$ cat src/rtl/acc_pair_pkg.sv
package acc_pair_pkg;
  typedef enum logic [1:0] {
    OP_PASS = 2'd0,
    OP_ADD  = 2'd1,
    OP_SUB  = 2'd2,
    OP_RSUB = 2'd3
  } acc_op_e;
endpackage

$ cat src/rtl/acc_pair_rst_sync.sv
module acc_pair_rst_sync #(
  parameter int STAGES = 2
) (
  input  logic clk,
  input  logic rst_n,
  output logic rst_n_sync
);
  logic [STAGES-1:0] sync_q;

  always_ff @(posedge clk or negedge rst_n) begin
    if (!rst_n) sync_q <= '0;
    else        sync_q <= {sync_q[STAGES-2:0], 1'b1};
  end

  assign rst_n_sync = sync_q[STAGES-1];
endmodule

$ cat src/rtl/acc_pair_lane.sv
module acc_pair_lane
  import acc_pair_pkg::*;
#(
  parameter int DW = 16,
  parameter int AW = 20,
  parameter int SW = 3
) (
  input  logic                 clk,
  input  logic                 rst_n,
  input  logic signed [DW-1:0] opd_i,
  input  acc_op_e              op_i,
  input  logic                 fb_i,
  input  logic                 clr_i,
  input  logic [SW-1:0]        scale_i,
  output logic [AW-1:0]        acc_o,
  output logic [DW-1:0]        fld_o,
  output logic                 ovf_nxt_o
);
  localparam int MAXS = AW - DW;
  localparam int UPW  = AW - DW + 1;

  logic signed [AW:0]   x_ext, y_ext, sum;
  logic [AW-1:0]        acc_q, acc_d;
  logic [DW-1:0]        fld_q, fld_d;
  logic [SW-1:0]        sh;
  logic signed [AW-1:0] shv;
  logic [UPW-1:0]       upper;
  logic                 add_ovf, fld_ovf;

  // next-state
  always_comb begin
    x_ext = {{(AW+1-DW){opd_i[DW-1]}}, opd_i};
    y_ext = (fb_i && !clr_i) ? {acc_q[AW-1], acc_q} : '0;
    unique case (op_i)
      OP_PASS: sum = y_ext;
      OP_ADD:  sum = x_ext + y_ext;
      OP_SUB:  sum = x_ext - y_ext;
      default: sum = y_ext - x_ext;
    endcase
    add_ovf = sum[AW] ^ sum[AW-1];
    acc_d   = sum[AW-1:0];
    sh      = (scale_i > SW'(MAXS)) ? SW'(MAXS) : scale_i;
    shv     = $signed(acc_d) >>> sh;
    upper   = shv[AW-1:DW-1];
    fld_ovf = !((&upper) || (~|upper));
    fld_d   = shv[DW-1:0];
  end

  // registers
  always_ff @(posedge clk or negedge rst_n) begin
    if (!rst_n) begin
      acc_q <= '0;
      fld_q <= '0;
    end else begin
      acc_q <= acc_d;
      fld_q <= fld_d;
    end
  end

  assign acc_o     = acc_q;
  assign fld_o     = fld_q;
  assign ovf_nxt_o = add_ovf | fld_ovf;
endmodule

$ cat src/rtl/acc_pair.sv
module acc_pair
  import acc_pair_pkg::*;
#(
  parameter int DW = 16,
  parameter int AW = 20,
  parameter int SW = 3
) (
  input  logic          clk,
  input  logic          rst_n,
  input  logic [DW-1:0] a_in,
  input  logic [DW-1:0] b_in,
  input  logic          a_ce_n,
  input  logic          b_ce_n,
  input  logic [1:0]    re_op,
  input  logic [1:0]    im_op,
  input  logic          clr,
  input  logic          fb_sel,
  input  logic [SW-1:0] scale,
  input  logic          dly_sel,
  input  logic          c_oe_n,
  input  logic          d_oe_n,
  output logic [DW-1:0] c_out,
  output logic [DW-1:0] d_out,
  output logic          c_vld,
  output logic          d_vld,
  output logic          ovf
);
  logic          rst_s;
  logic [DW-1:0] a_q, a_dly, b_q, re_opd;
  acc_op_e       re_op_q, im_op_q;
  logic          clr_q, fb_q, dly_q, ovf_q;
  logic [SW-1:0] scale_q;
  logic [AW-1:0] acc_re, acc_im;
  logic          ovf_re, ovf_im;

  acc_pair_rst_sync #(.STAGES(2)) u_rst (
    .clk(clk), .rst_n(rst_n), .rst_n_sync(rst_s)
  );

  // capture registers with written-out load enables
  always_ff @(posedge clk or negedge rst_s) begin
    if (!rst_s) begin
      a_q   <= '0;
      a_dly <= '0;
      b_q   <= '0;
    end else begin
      if (!a_ce_n) begin
        a_q   <= a_in;
        a_dly <= a_q;
      end
      if (!b_ce_n) b_q <= b_in;
    end
  end

  // control capture
  always_ff @(posedge clk or negedge rst_s) begin
    if (!rst_s) begin
      re_op_q <= OP_PASS;
      im_op_q <= OP_PASS;
      clr_q   <= 1'b0;
      fb_q    <= 1'b0;
      scale_q <= '0;
      dly_q   <= 1'b0;
    end else begin
      re_op_q <= acc_op_e'(re_op);
      im_op_q <= acc_op_e'(im_op);
      clr_q   <= clr;
      fb_q    <= fb_sel;
      scale_q <= scale;
      dly_q   <= dly_sel;
    end
  end

  always_comb re_opd = dly_q ? a_dly : a_q;

  acc_pair_lane #(.DW(DW), .AW(AW), .SW(SW)) u_re (
    .clk(clk), .rst_n(rst_s), .opd_i(re_opd), .op_i(re_op_q),
    .fb_i(fb_q), .clr_i(clr_q), .scale_i(scale_q),
    .acc_o(acc_re), .fld_o(c_out), .ovf_nxt_o(ovf_re)
  );

  acc_pair_lane #(.DW(DW), .AW(AW), .SW(SW)) u_im (
    .clk(clk), .rst_n(rst_s), .opd_i(b_q), .op_i(im_op_q),
    .fb_i(fb_q), .clr_i(clr_q), .scale_i(scale_q),
    .acc_o(acc_im), .fld_o(d_out), .ovf_nxt_o(ovf_im)
  );

  always_ff @(posedge clk or negedge rst_s) begin
    if (!rst_s) ovf_q <= 1'b0;
    else        ovf_q <= ovf_re | ovf_im;
  end

  assign ovf   = ovf_q;
  assign c_vld = ~c_oe_n;
  assign d_vld = ~d_oe_n;

  // A register and its delay stage hold while the load enable is high
  assert_a_hold_R2: assert property (@(posedge clk) disable iff (!rst_s)
    a_ce_n |=> $stable(a_q));
  // delayed operand only advances on enabled loads
  assert_dly_hold_R8: assert property (@(posedge clk) disable iff (!rst_s)
    a_ce_n |=> $stable(a_dly));
  // clear with pass code empties the real accumulator
  assert_clear_R4: assert property (@(posedge clk) disable iff (!rst_s)
    (clr_q && re_op_q == OP_PASS) |=> (acc_re == '0));
  // feedback with pass code holds the imaginary accumulator
  assert_fb_hold_R5: assert property (@(posedge clk) disable iff (!rst_s)
    (fb_q && !clr_q && im_op_q == OP_PASS) |=> $stable(acc_im));
  // full-width window with pass codes cannot overflow
  assert_no_overflow_R7: assert property (@(posedge clk) disable iff (!rst_s)
    (scale_q >= SW'(AW-DW) && re_op_q == OP_PASS && im_op_q == OP_PASS) |=> !ovf);
endmodule

$ cat config.mk
export PLATFORM = sky130hd
export DESIGN_NAME = acc_pair
export DESIGN_NICKNAME = d
export VERILOG_FILES = /design/src/rtl/acc_pair_pkg.sv /design/src/rtl/acc_pair_rst_sync.sv /design/src/rtl/acc_pair_lane.sv /design/src/rtl/acc_pair.sv
export SDC_FILE = /design/constraint.sdc
export NUM_CORES = 1
export LEC_CHECK = 0
export CAP_MARGIN = 15
export CORE_AREA = 2 2 147 149
export CTS_BUF_LIST = sky130_fd_sc_hd__clkbuf_8
export DETAILED_ROUTE_END_ITERATION = 10
export DIE_AREA = 0 0 149 151
export GPL_TIMING_DRIVEN = 0
export PLACE_DENSITY = 0.79
export SYNTH_ARGS = -nofsm -noshare
export SYNTH_HDL_FRONTEND = slang
export SYNTH_SLANG_ARGS = --single-unit
$ cat constraint.sdc
create_clock -name clk -period 8.7 [get_ports clk]
set_clock_uncertainty 0.1 [all_clocks]
set_input_delay 0.87 -clock clk [delete_from_list [all_inputs] [get_ports clk]]
set_output_delay 0.87 -clock clk [all_outputs]
set_load 0.01 [all_outputs]
==> summary.md, run 1 <==
| Metric | Value |
|---|---|
| Dpl hpwl | `26.7 mm` |
| WP buf/inv | `5` |
| Register share of total power | `0.243` |
| DRT iter0 DRCs | `1223` |
| Unique masters post-synth | `90` |
| Setup TNS | `0 ps` |
| Crit path from | `clr_q` |
| Post-synth ARST share | `1.00` |
| Crit path max-delay family | `buffers and inverters` |
| Core Util, Final | `0.637` |
| Worst Setup End Kind | `register` |
| Crit. path cell count | `23` |
| Critical path, cell by cell | `nor2b_1, clkbuf_1, clkbuf_1, buf_1, nand2_1, and3_1, o21ai_0, nor2_1, a21oi_1, xnor2_1, ha_1, clkbuf_1, a21oi_1, o211ai_1, a41o_1, inv_1, o31ai_1, mux2i_1, nand2_1, o221ai_2, o31ai_1, nor4_1, o311ai_2` |
| Critical path data arrival time | `6700 ps` |
| TritonCTS clock tree | `done` |
| PortBufs | `80` |
| Hold depth | `0` |
| Power per Cell Area | `275 nW/um^2` |
| Slew HR | `0.317` |
| Switch share | `0.455` |
| CTS Hold Buffers Added | `0` |
| Layout cells sized above 1 | `0.0905` |
| Initial antenna violation count | `1` |
| Most frequent cells in the layout | `dfrtp_1, nand2_1, a21oi_1` |
| Comb pwr share | `0.598` |
| Crit path launch type | `register` |
| Post-synthesis sequential area ratio | `0.286` |
| Primary FF master, synth | `dfrtp_1` |
| Clock power frac | `0.159` |
| Die area | `22500 um^2` |
| Routed vias/inst | `6.14` |
| Gates resized, CTS repair | `0` |
| Gate Count Post-Synth | `1390` |
| Flops & latches, synth | `133` |
| Die height | `151 um` |
| Fmax | `154 MHz` |
| Hold path start | `u_rst.sync_q[0]` |
| DR pass1 iterations | `5` |
| Vias | `10900` |
| Remaining antenna violation count after routing | `0` |
| Crit Path Class | `reg -> reg` |
| Nets | `1630` |
| Clock Pin Slew Worst Setup and Hold Paths | `80 ps` |
| Tmin final | `6480 ps` |
| Max Transition Viols Final | `0` |
| Synthesized area | `11700 um^2` |
| CTS root buf | `clkbuf_8` |
| Starting Density | `0.560` |
| Clock buffer depth | `2` |
| Total CTS buffers | `17` |
| Unrepaired setup endpoints after global routing | `no` |
| Setup repair bufs after CTS | `0` |
| Yosys warns | `0` |
| Residual DRC | `0` |
| Crit-path slowest cell | `buf_1` |
| Lkg Pwr | `6.08 nW` |
| Maxcap violations | `0` |
| FF-to-FF Start | `clr_q` |
| Synth-to-Final Area Change | `13.8%` |
| Final total power | `3.65 mW` |
| Fillers | `1806` |
| Most common cell after layout, fill and taps aside | `dfrtp_1` |
| Multi-input gate area | `7640 um^2` |
| Worst-path fanout max | `10` |
| Gpl congestion | `0.989` |
| Antenna cells | `0` |
| Worst Path Required | `8920 ps` |
| Die W | `149 um` |
| Endpoints failing hold | `0` |
| Global-route wire length before repair | `54.4 mm` |
| Fin crit share | `0.745` |
| Synth Area per Inst | `8.39 um^2` |
| Clk Latency, worst-skew pair | `460 ps` |
| Result of the run | `complete, no violations` |
| Syn_nets | `1530` |
| R2R depth | `23` |
| Vias in the first global route | `10200` |
| Power Internal | `1.99 mW` |
| Switch Pwr | `1.66 mW` |
| Hold_ws | `255 ps` |
| DRT Wirelength | `34.2 mm` |
| Wire per inst | `19.3 um` |
| Worst-margin pin slew | `996 ps` |
| Design Area, Final | `13300 um^2` |
| Tot GR Track Use | `0.310` |
| Number of flops mapped to enable cells by yosys | `0` |
| Worst hold path class | `reg -> reg` |
| Sink Count | `133` |
| Row cnt | `53` |
| GRT overflow | `0` |
| Largest net degree at the start of global routing | `76` |
| I/O pin total | `83` |
| Sequential Area | `3330 um^2` |
| CP peak stage delay | `640 ps` |
| Placed cell area | `12800 um^2` |
| Core area | `20800 um^2` |
| CP most frequent cell | `clkbuf_1` |
| Max VDD drop | `130 uV` |
| Final setup fails | `0` |
| H-tree depth | `4` |
per-stage QoR:
step | setup slack, ps | std cells
after floorplan | 3950 | 1390
after global placement | 2530 | 1745
after detailed placement | 2450 | 1746
after CTS | 2420 | 1777
after global routing | 1940 | 1777
final | 2220 | 1777
worst paths after layout:
check                                       end  slack [ps]
min in group asynchronous               b_q[11]         310
worst min register to register  u_rst.sync_q[1]         260
worst min-delay path            u_rst.sync_q[1]         260
worst max register to register              ovf        2220
max in group asynchronous         u_im.fld_o[6]        7340
worst max-delay path                        ovf        2220
layout make-up:
type,count,area share
timing repair buffer,81,0.0625
buffer,70,0.0207
clock buffer,18,0.0187
sequential,133,0.251
inverter,110,0.0311
multi-input combinational,1077,0.576
tap,275,0.0259
clock inverter,13,0.0138
worst reg2reg max path, stage by stage, from the launching register on:
cell	delay (ps)
dfrtp_1	380
nor2b_1	110
clkbuf_1	510
clkbuf_1	640
buf_1	640
nand2_1	220
and3_1	230
o21ai_0	230
nor2_1	150
a21oi_1	200
xnor2_1	160
ha_1	260
clkbuf_1	200
a21oi_1	280
o211ai_1	140
a41o_1	280
inv_1	60
o31ai_1	70
mux2i_1	440
nand2_1	270
o221ai_2	230
o31ai_1	120
nor4_1	330
o311ai_2	110
metal layers:
metal,global-route usage,share of wire,up-vias
met1,0.448,0.45,5154
met5,0,0,-
li1,-,-,5161
met3,0.0563,0.086,67
met4,0.0890,0.024,0
met2,0.476,0.44,537
registers in the layout (all words and copies together) (netlist names):
name          count
clr_q             1
b_q              16
u_re.acc_o       20
u_rst.sync_q      2
ovf               1
u_im.fld_o       16
u_re.fld_o       16
re_op_q           2
a_q              16
im_op_q           2
scale_q           3
fb_q              1
dly_q             1
a_dly            16
u_im.acc_o       20
cell usage after synthesis, drive strengths merged, types with 22 or more instances:
| master | count | area, um^2 |
|---|---|---|
| nor3 | 26 | 130 |
| nand3 | 30 | 150 |
| o21ai | 86 | 434 |
| mux2 | 62 | 698 |
| a21o | 22 | 168 |
| xnor2 | 63 | 552 |
| a21oi | 126 | 634 |
| mux2i | 39 | 390 |
| dfrtp | 133 | 3330 |
| nor2 | 104 | 393 |
| inv | 109 | 409 |
| a211oi | 24 | 200 |
| xor2 | 26 | 228 |
| nand2 | 131 | 499 |
| clkbuf | 51 | 191 |
| ha | 88 | 1100 |
power by group through the flow:
stage,clock [mW],combinational (mW),sequential [mW]
after detailed placement,0,2.11,0.896
final,0.582,2.18,0.887
after floorplan,0,1.49,0.903
after global placement,0,2.07,0.899
after global routing,0.616,2.38,0.906
after CTS,0.591,2.13,0.886
kinds of logic (layout without fill, tap and decap cells):
family / after synthesis / after routing / share of synthesized area
xor gates and xnor gates: 89 / 89 / 0.0669
adders and majority gates: 92 / 92 / 0.101
buffers and inverters: 180 / 292 / 0.0589
muxes: 102 / 102 / 0.0953
and+or+nand+nor: 395 / 395 / 0.159
DFF: 133 / 133 / 0.286
AOI/OAI and AO/OA: 398 / 398 / 0.233
other: 1 / 1 / 0.000322
Power figures use the tool's default switching activity.
==> run 2, diff against run 1 <==
--- a/config.mk
+++ b/config.mk
@@ -6,12 +6,12 @@
 export NUM_CORES = 1
 export LEC_CHECK = 0
 export CAP_MARGIN = 15
-export CORE_AREA = 2 2 147 149
+export CORE_AREA = 2 2 148 150
 export CTS_BUF_LIST = sky130_fd_sc_hd__clkbuf_8
 export DETAILED_ROUTE_END_ITERATION = 10
-export DIE_AREA = 0 0 149 151
+export DIE_AREA = 0 0 150 152
 export GPL_TIMING_DRIVEN = 0
-export PLACE_DENSITY = 0.79
+export PLACE_DENSITY = 0.81
 export SYNTH_ARGS = -nofsm -noshare
 export SYNTH_HDL_FRONTEND = slang
 export SYNTH_SLANG_ARGS = --single-unit
==> constraint.sdc (replaced) <==
create_clock -name clk -period 5.6 [get_ports clk]
set_clock_uncertainty 0.1 [all_clocks]
set_input_delay 0.56 -clock clk [delete_from_list [all_inputs] [get_ports clk]]
set_output_delay 0.56 -clock clk [all_outputs]
set_load 0.01 [all_outputs]
==> summary.md, run 2 (synthesis results as in run 1) <==
| Metric | Value |
|---|---|
| Global-route wire length before repair | `54.0 mm (-0.71%)` |
| R2R Setup Slk | `210 ps (-2010 ps)` |
| Hold_ws | `151 ps (-105 ps)` |
| PortBufs | `80 (unchanged)` |
| Dpl hpwl | `26.2 mm (-2.0%)` |
| Total CTS buffers | `17 (unchanged)` |
| Non-filler cells, final | `1784 (+0.39%)` |
| Die height | `152 um (+0.66%)` |
| Worst hold path class | `in -> async` |
| DRT Wirelength | `33.9 mm (-1.0%)` |
| Die W | `150 um (+0.67%)` |
| Residual DRC | `0 (unchanged)` |
| Max Transition Viols Final | `0 (unchanged)` |
| DRT iter0 DRCs | `1051 (-14%)` |
| Minimum setup slack in the final design | `206 ps (-2010 ps)` |
| CTS Hold Buffers Added | `0 (unchanged)` |
| Starting Density | `0.546 (-0.0138)` |
| Clock buffer depth | `2 (unchanged)` |
| Tot GR Track Use | `0.299 (-0.0114)` |
| Clock power frac | `0.153 (-0.006)` |
| Tmin final | `5390 ps (-1090 ps)` |
| Crit Path Class | `reg -> reg` |
| Placed Cells incl. Taps | `1751 (+0.29%)` |
| R2R depth | `18 (-22%)` |
| FF-to-FF Start | `fb_q` |
| TritonCTS clock tree | `done` |
| Synth-to-Final Area Change | `14.5%` |
| Vias in the first global route | `10400 (+1.7%)` |
| Design Area, Final | `13300 um^2 (+0.63%)` |
| Fin crit share | `0.963 (+0.218)` |
| Critical path data arrival time | `5670 ps (-1030 ps)` |
| Max VDD drop | `214 uV (+65%)` |
| Slew HR | `0.311 (-0.00573)` |
| Worst slack, placed | `-490 ps (-2940 ps)` |
| Core area | `21400 um^2 (+2.5%)` |
| Power per Cell Area | `425 nW/um^2 (+54%)` |
| Most frequent cells in the layout | `dfrtp_1, nand2_1, a21oi_1` |
| Clock Pin Slew Worst Setup and Hold Paths | `90 ps (about the same)` |
| Initial antenna violation count | `0 (-1)` |
| Endpoints failing hold | `0 (unchanged)` |
| Gpl congestion | `1.01 (+2.6%)` |
| CTS root buf | `clkbuf_8` |
| Switch Pwr | `2.63 mW (+58%)` |
| Antenna cells | `0 (unchanged)` |
| Layout cells sized above 1 | `0.103 (+0.0125)` |
| Worst Path Required | `5880 ps (-3040 ps)` |
| Wire per inst | `19.0 um (-1.4%)` |
| FF-to-FF End | `ovf` |
| Power Internal | `3.04 mW (+52%)` |
| Setup TNS | `0 ps (unchanged)` |
| Fmax | `185 MHz (+20%)` |
| DR pass1 iterations | `7 (+2)` |
| Crit path launch type | `register` |
| Worst Setup End Kind | `register` |
| Most common cell after layout, fill and taps aside | `dfrtp_1` |
| Final total power | `5.67 mW (+55%)` |
| Sink Count | `133 (unchanged)` |
| Comb pwr share | `0.604 (+0.006)` |
| Worst-path fanout max | `10 (unchanged)` |
| Largest net degree at the start of global routing | `75 (-1.3%)` |
| Clk Latency, worst-skew pair | `480 ps (+20 ps)` |
| Die area | `22800 um^2 (+1.3%)` |
| Nets | `1631 (+0.061%)` |
| Result of the run | `complete, no violations` |
| Routed vias/inst | `6.20 (+0.86%)` |
| Vias | `11100 (+1.3%)` |
| Lkg Pwr | `6.12 nW (+0.71%)` |
| Register share of total power | `0.243 (about the same)` |
| Worst-margin pin slew | `1000 ps (+8.35 ps)` |
| Row cnt | `54 (+1.9%)` |
| Remaining antenna violation count after routing | `0 (unchanged)` |
| Switch share | `0.465 (+0.00965)` |
| Fillers | `1875 (+3.8%)` |
| I/O pin total | `83 (unchanged)` |
| Placed cell area | `12800 um^2 (about the same)` |
| Maxcap violations | `0 (unchanged)` |
| Core Util, Final | `0.625 (-0.0118)` |
| GRT overflow | `0 (unchanged)` |
| H-tree depth | `4 (unchanged)` |
| Final setup fails | `0 (unchanged)` |
-- run 2: worst max-delay path, cell delays in order (launching register included) --
cell	delay, ps
dfrtp_1	380
nor2b_4	180
clkbuf_8	190
nand2_1	150
ha_1	300
or3b_2	480
o32ai_2	430
nor2b_1	250
nor2_1	80
xnor2_1	200
ha_1	400
nand4_1	260
o31ai_1	530
mux2i_1	370
nand2_1	210
o221ai_2	240
o31ai_2	120
and4_1	210
o311ai_2	240
-- run 2: power groups by stage --
| stage | Sequential, mW | Clock (mW) | Combinational, mW |
|---|---|---|---|
| finish | 1.38 | 0.869 | 3.43 |
| global route | 1.41 | 0.920 | 3.72 |
| CTS | 1.37 | 0.875 | 3.31 |
| detailed placement | 1.39 | 0 | 3.26 |
| global placement | 1.39 | 0 | 3.20 |
| floorplan | 1.40 | 0 | 2.32 |
-- run 2: worst max path at each step --
stage	depth (start not counted)	start	slack [ps]	endpoint
finish	18	fb_q	210	ovf
global route	24	fb_q	-30	ovf
CTS	24	clr_q	140	ovf
detailed placement	22	fb_q	-490	ovf
global placement	22	fb_q	-390	ovf
floorplan	23	fb_q	850	ovf
-- run 2: metal layers --
metal,vias to the layer above,share of wire,track usage
met5,-,0,0
met4,0,0.037,0.114
met3,98,0.075,0.0450
met2,545,0.46,0.469
met1,5251,0.43,0.416
li1,5162,-,-
-- run 2: layout make-up --
class,count,area (um^2),share of cell area
plain buffers,68,279,0.0209
clock buffers,17,234,0.0175
clock inverters,15,170,0.0127
inverters,110,413,0.0309
multi-input cells,1077,7720,0.578
flip-flops and latches,133,3330,0.250
well taps,280,350,0.0262
repair buffers,84,851,0.0637
-- run 2: repair_timing --
action                                  in CTS  in global routing
pin swaps                                    3                  2
gates resized for setup                      9                 11
setup buffers                                3                  0
endpoints found under the setup margin       8                  3
